==> config.mk <==
export PLATFORM = sky130hd
export DESIGN_NAME = ata_taskfile_fis
export DESIGN_NICKNAME = d
export VERILOG_FILES = /design/src/rtl/ata_tf_pkg.sv /design/src/rtl/tf_fifo2.sv /design/src/rtl/tf_fis_pack.sv /design/src/rtl/tf_fis_seq.sv /design/src/rtl/ata_taskfile_fis.sv
export SDC_FILE = /design/constraint.sdc
export NUM_CORES = 1
export LEC_CHECK = 0
export ABC_AREA = 1
export ABC_CLOCK_PERIOD_IN_PS = 1950
export BUFFER_PORTS_ARGS = -buffer_cell sky130_fd_sc_hd__clkbuf_2
export CAP_MARGIN = 20
export CORE_MARGIN = 2
export CORE_UTILIZATION = 45
export DETAILED_ROUTE_END_ITERATION = 6
export PLACE_DENSITY = 0.66
export SKIP_LAST_GASP = 1
export SYNTH_ARGS = -nofsm -noshare
export SYNTH_HDL_FRONTEND = slang
export SYNTH_SLANG_ARGS = --single-unit
==> constraint.sdc <==
create_clock -name clk -period 1.95 [get_ports clk]
set_input_delay 0.39 -clock clk [delete_from_list [all_inputs] [get_ports clk]]
set_output_delay 0.39 -clock clk [all_outputs]
set_load 0.02 [all_outputs]
==> src/rtl/ata_tf_pkg.sv <==
package ata_tf_pkg;
    localparam int TF_AW      = 3;
    localparam int TF_BW      = 8;
    localparam int TF_NPAIR   = 5;
    localparam int FIS_DWORDS = 5;
    localparam int FIS_IW     = $clog2(FIS_DWORDS);

    localparam logic [TF_AW-1:0] A_FEAT = 3'd0;
    localparam logic [TF_AW-1:0] A_SCNT = 3'd1;
    localparam logic [TF_AW-1:0] A_SNUM = 3'd2;
    localparam logic [TF_AW-1:0] A_CYLL = 3'd3;
    localparam logic [TF_AW-1:0] A_CYLH = 3'd4;
    localparam logic [TF_AW-1:0] A_DEVH = 3'd5;
    localparam logic [TF_AW-1:0] A_CMD  = 3'd6;
    localparam logic [TF_AW-1:0] A_CTRL = 3'd7;

    localparam logic [7:0] FIS_H2D_TYPE = 8'h27;

    typedef enum logic [0:0] {ST_IDLE, ST_SEND} fis_state_t;
endpackage

==> src/rtl/tf_fifo2.sv <==
module tf_fifo2 #(
    parameter int W = 8
) (
    input  logic         clk,
    input  logic         rst_n,
    input  logic         push,
    input  logic [W-1:0] din,
    output logic [W-1:0] cur,
    output logic [W-1:0] prev
);
    always_ff @(posedge clk) begin
        if (!rst_n) begin
            cur  <= '0;
            prev <= '0;
        end else if (push) begin
            prev <= cur;
            cur  <= din;
        end
    end

    AST_PUSH_SHIFTS: assert property (@(posedge clk) disable iff (!rst_n)
        push |=> prev == $past(cur));
endmodule

==> src/rtl/tf_fis_pack.sv <==
module tf_fis_pack
    import ata_tf_pkg::*;
(
    input  logic [TF_NPAIR-1:0][TF_BW-1:0] cur,
    input  logic [TF_NPAIR-1:0][TF_BW-1:0] prev,
    input  logic [TF_BW-1:0]               devh,
    input  logic [TF_BW-1:0]               cmd,
    input  logic [TF_BW-1:0]               ctrl,
    input  logic                           cbit,
    input  logic [FIS_IW-1:0]              idx,
    output logic [31:0]                    dword
);
    always_comb begin
        unique case (idx)
            3'd0: dword = {cur[A_FEAT], cmd, cbit, 7'd0, FIS_H2D_TYPE};
            3'd1: dword = {devh, cur[A_CYLH], cur[A_CYLL], cur[A_SNUM]};
            3'd2: dword = {prev[A_FEAT], prev[A_CYLH], prev[A_CYLL], prev[A_SNUM]};
            3'd3: dword = {ctrl, 8'h00, prev[A_SCNT], cur[A_SCNT]};
            default: dword = 32'd0;
        endcase
    end
endmodule

==> src/rtl/tf_fis_seq.sv <==
module tf_fis_seq
    import ata_tf_pkg::*;
(
    input  logic              clk,
    input  logic              rst_n,
    input  logic              start,
    input  logic              ready,
    output logic              valid,
    output logic              last,
    output logic [FIS_IW-1:0] idx,
    output logic              busy
);
    localparam logic [FIS_IW-1:0] LAST_IDX = FIS_IW'(FIS_DWORDS - 1);

    fis_state_t        state, state_nx;
    logic [FIS_IW-1:0] idx_nx;

    always_ff @(posedge clk) begin
        if (!rst_n) begin
            state <= ST_IDLE;
            idx   <= '0;
        end else begin
            state <= state_nx;
            idx   <= idx_nx;
        end
    end

    always_comb begin
        state_nx = state;
        idx_nx   = idx;
        valid    = 1'b0;
        last     = 1'b0;
        busy     = 1'b0;
        unique case (state)
            ST_IDLE: begin
                idx_nx = '0;
                if (start) state_nx = ST_SEND;
            end
            ST_SEND: begin
                valid = 1'b1;
                busy  = 1'b1;
                last  = (idx == LAST_IDX);
                if (ready) begin
                    if (idx == LAST_IDX) begin
                        state_nx = ST_IDLE;
                        idx_nx   = '0;
                    end else begin
                        idx_nx = idx + 1'b1;
                    end
                end
            end
            default: state_nx = ST_IDLE;
        endcase
    end

    AST_IDX_RANGE: assert property (@(posedge clk) disable iff (!rst_n)
        idx <= LAST_IDX);
    AST_STALL_HOLDS_IDX: assert property (@(posedge clk) disable iff (!rst_n)
        valid && !ready |=> valid && $stable(idx));
endmodule

==> src/rtl/ata_taskfile_fis.sv <==
module ata_taskfile_fis
    import ata_tf_pkg::*;
(
    input  logic             clk,
    input  logic             rst_n,
    input  logic             reg_wr,
    input  logic [TF_AW-1:0] reg_addr,
    input  logic [TF_BW-1:0] reg_wdata,
    output logic [TF_BW-1:0] reg_rdata,
    output logic             fis_valid,
    input  logic             fis_ready,
    output logic [31:0]      fis_data,
    output logic             fis_last
);
    logic [TF_NPAIR-1:0][TF_BW-1:0] pair_cur, pair_prev;
    logic [TF_BW-1:0]  devh_q, cmd_q, ctrl_q;
    logic              cbit_q;
    logic              busy, wr_ok, start;
    logic [FIS_IW-1:0] idx;

    assign wr_ok = reg_wr && !busy;
    assign start = wr_ok && (reg_addr == A_CMD || reg_addr == A_CTRL);

    for (genvar g = 0; g < TF_NPAIR; g++) begin : g_pair
        tf_fifo2 #(.W(TF_BW)) u_fifo (
            .clk (clk),
            .rst_n(rst_n),
            .push(wr_ok && reg_addr == TF_AW'(g)),
            .din (reg_wdata),
            .cur (pair_cur[g]),
            .prev(pair_prev[g])
        );
    end

    always_ff @(posedge clk) begin
        if (!rst_n) begin
            devh_q <= '0;
            cmd_q  <= '0;
            ctrl_q <= '0;
            cbit_q <= 1'b0;
        end else if (wr_ok) begin
            if (reg_addr == A_DEVH) devh_q <= reg_wdata;
            if (reg_addr == A_CMD)  cmd_q  <= reg_wdata;
            if (reg_addr == A_CTRL) ctrl_q <= reg_wdata;
            if (start)              cbit_q <= (reg_addr == A_CMD);
        end
    end

    always_comb begin
        unique case (reg_addr)
            A_DEVH: reg_rdata = devh_q;
            A_CMD:  reg_rdata = cmd_q;
            A_CTRL: reg_rdata = ctrl_q;
            default: reg_rdata = ctrl_q[7] ? pair_prev[reg_addr] : pair_cur[reg_addr];
        endcase
    end

    tf_fis_seq u_seq (
        .clk  (clk),
        .rst_n(rst_n),
        .start(start),
        .ready(fis_ready),
        .valid(fis_valid),
        .last (fis_last),
        .idx  (idx),
        .busy (busy)
    );

    tf_fis_pack u_pack (
        .cur  (pair_cur),
        .prev (pair_prev),
        .devh (devh_q),
        .cmd  (cmd_q),
        .ctrl (ctrl_q),
        .cbit (cbit_q),
        .idx  (idx),
        .dword(fis_data)
    );

    AST_FIRST_IS_TYPE: assert property (@(posedge clk) disable iff (!rst_n)
        $rose(fis_valid) |-> fis_data[7:0] == FIS_H2D_TYPE);
    AST_CMD_SETS_C: assert property (@(posedge clk) disable iff (!rst_n)
        reg_wr && !fis_valid && reg_addr == A_CMD |=> fis_valid && fis_data[15]);
    AST_CTRL_CLEARS_C: assert property (@(posedge clk) disable iff (!rst_n)
        reg_wr && !fis_valid && reg_addr == A_CTRL |=> fis_valid && !fis_data[15]);
    AST_HOLD_DATA: assert property (@(posedge clk) disable iff (!rst_n)
        fis_valid && !fis_ready |=> fis_valid && $stable(fis_data));
    AST_LAST_IN_FIS: assert property (@(posedge clk) disable iff (!rst_n)
        fis_last |-> fis_valid);
    AST_FROZEN: assert property (@(posedge clk) disable iff (!rst_n)
        fis_valid |=> $stable(pair_cur) && $stable(pair_prev) && $stable(cmd_q));
endmodule

==> impl_metrics.tcl <==
set metrics [dict create \
    outcome "finished, violations left" \
    violations "setup timing" \
    ys_seq_area_share_pct 37.37 \
    initial_core_util_pct 46.27 \
    io_buffers 56 \
    path_clk_slew_ns 0.07 \
    ant_nets 0 \
    synth_cell_types 27 \
    grt_pass1_wl_mm 30.63 \
    area_delta_synth_final_pct 30.02 \
    synthesis.nets 964 \
    max_freq_mhz 449.3 \
    power_frac_seq_pct 46.6 \
    ys.flop_type "dfxtp_1" \
    power_leakage_nw 3.383 \
    grt_overflow 0 \
    via_per_inst 5.355 \
    worst-slew-pin-transition_ns 0.4158 \
    numCtsBuffers 9 \
    drive_above_1_share_pct 21.54 \
    grt_pass1_vias 5652 \
    fp.dieW_um 117.9 \
    grt_max_degree 100 \
    synthCells 944 \
    ys.warnings.count 0 \
    synth_common_cells "nand2_1 (313), nor2_1 (133), dfxtp_1 (109)" \
    design_area_um2 7592 \
    switchingPower_w 0.001407 \
    relSlewSlack_pct 72.25 \
    cts_tree "built" \
    min_period_ns 2.226 \
    finalCritPeriodShare_pct 114.1 \
    synth_top_area_share_pct 37.37 \
    finalSetupViolCount 32 \
    synth-seq-cells 109 \
    h-tree-depth 3 \
    power_density_nw_per_um2 668.2 \
    combPwrFrac_pct 14.4 \
    internal_power_w 0.003666 \
    drtIter0Drc 628 \
    layout.nets 1041 \
    antenna_found_initial 0 \
    hp-class "in -> reg" \
    gp_congestion 0.9378 \
    hold_viol 0 \
    rsz0062_at_grt "true" \
    yosysMostFrequentCell "nand2_1" \
    clkPwrFrac_pct 39.0 \
    wl_per_cell_um 16.81 \
    cp-start-kind "flip-flop" \
    maxSlewViolCount 0 \
    dieHeight_um 117.9 \
    worst-setup-path-type "reg -> out" \
    diodes 0 \
    syn_area_um2 5839 \
    clk_path_buf_depth 2 \
    cap_violations 0 \
    first_pass_iters 5 \
    required_ns 1.56 \
    synth_edf_count 0 \
    endpoint_kind "output pin" \
    route.vias.total 6415 \
    rows 41 \
    coreArea_um2 12620 \
    vdd_drop_max_mv 0.4424 \
    wirelength_mm 20.14 \
    yosys.area.top_type "dfxtp_1" \
    io_pins 57 \
    fp.dieArea_um2 13900 \
    cts-root-buf "clkbuf_16" \
    track_usage_pct 28.15 \
    setup_slack_ns -0.2757 \
    switching_share_pct 27.74 \
    holdBufCountCts 0 \
    synth_area_per_cell_um2 6.186 \
    post-dp-hpwl_mm 13.68 \
    synthArstFlopShare_pct 0 \
    crit_path_max_fanout 6 \
    drc_errors 0 \
    final_core_util_pct 60.16 \
    clk_latency_ns 0.36 \
    finalClockSkew_ns 0.005338 \
    synth_area_leaders "dfxtp_1 (37%), nand2_1 (20%), nor2_1 (8.5%), o21ai_0 (7.1%), a21oi_1 (5.6%)" \
    placed_area_um2 6529 \
    cts.sinks 109 \
    crit_arrival_ns 1.84 \
]
through the flow:
| stage | worst slack, ns | total power, W | hold slack (ns) | setup TNS (ns) | std cells |
|---|---|---|---|---|---|
| 6_report | -0.2757 | 0.005073 | 0.2504 | -5.397 | 1198 |
| 5_1_grt | -0.3200 | 0.005210 | 0.2715 | -7.398 | 1198 |
| 4_1_cts | -0.2017 | 0.004984 | 0.2494 | -4.944 | 1187 |
| 3_5_place_dp | -0.02644 | 0.003034 | 0.4544 | -0.06741 | 1168 |
| 3_3_place_gp | -0.005375 | 0.003031 | 0.4503 | -0.005375 | 1168 |
| 2_1_floorplan | 0.04263 | 0.002787 | 0.4341 | 0 | 944 |
cell usage in the layout, fill, tap and decap left out, drive strengths merged:
cell,instances
nand4,2
clkinvlp,2
dfxtp,109
a21oi,65
a31oi,1
nand2,317
o22ai,16
o221ai,7
ha,5
o21ai,111
inv,94
buf,85
nor2,138
clkinv,2
clkbuf,44
a211oi,2
nand3,13
o211ai,12
bufinv,1
state kept, by name (all words and copies together) (netlist names):
name	count
ctrl_q	8
cbit_q	1
u_seq.idx	3
cmd_q	8
g_pair.u_fifo.prev	40
devh_q	8
u_seq.state	1
g_pair.u_fifo.cur	40
per-layer routing:
layer / vias up / track usage, % / wire length [um]
met2: 238 / 43.60 / 9176
met4: 0 / 10.24 / 599
met3: 47 / 6.056 / 1357
li1: 3158 / - / -
met5: - / 0 / 0
met1: 2972 / 38.53 / 9005
power groups by stage:
stage               registers (W)  clock network (W)  logic (W)
floorplan                 0.00239                  0   0.000397
global placement          0.00241                  0   0.000624
detailed placement        0.00241                  0   0.000628
CTS                       0.00236            0.00197   0.000657
global route              0.00237            0.00204   0.000797
finish                    0.00236            0.00198   0.000731
critical path: stages, from the launching register on:
cell     delay (ns)
dfxtp_4        0.38
inv_4          0.08
ha_4           0.16
nand2_8        0.10
buf_8          0.16
o22ai_4        0.12
nor2_1         0.09
nor2_1         0.19
buf_4          0.18
final timing paths:
path | from | to | slack (ns) | cells past startpoint
setup / recovery | u_seq.idx[0] | fis_data[15] | -0.28 | 8
hold / removal | fis_ready | u_seq.idx[0] | 0.25 | 2
hold reg to reg | g_pair[4].u_fifo.prev[7] | g_pair[4].u_fifo.prev[7] | 0.47 | 2
setup reg to reg | u_seq.state | g_pair[0].u_fifo.cur[5] | 0.47 | 7
cell families (layout without fill, tap and decap cells):
group	Yosys count	count (layout)	share of synthesized area, %
fa+ha+maj	5	5	1.071
compound gates	214	214	19.76
simple gates	470	470	31.39
buf+inv	146	228	10.41
flops	109	109	37.37
layout make-up:
cell class	instances	area [um^2]
Clock buffer	13	270.3
Clock inverter	3	42.54
Fill cell	1239	5027
Inverter	96	394.1
Multi-Input combinational cell	689	3391
Sequential cell	109	2197
Tap cell	172	215.2
Timing Repair Buffer	116	1082
what timing repair did:
item,4_1_cts,5_1_grt
setup endpoints to repair,33,41
setup buffers,1,9
pin swaps,7,32
cloned,2,2
resized for setup,79,124
Note: power is estimated with default switching activity, not from simulation.
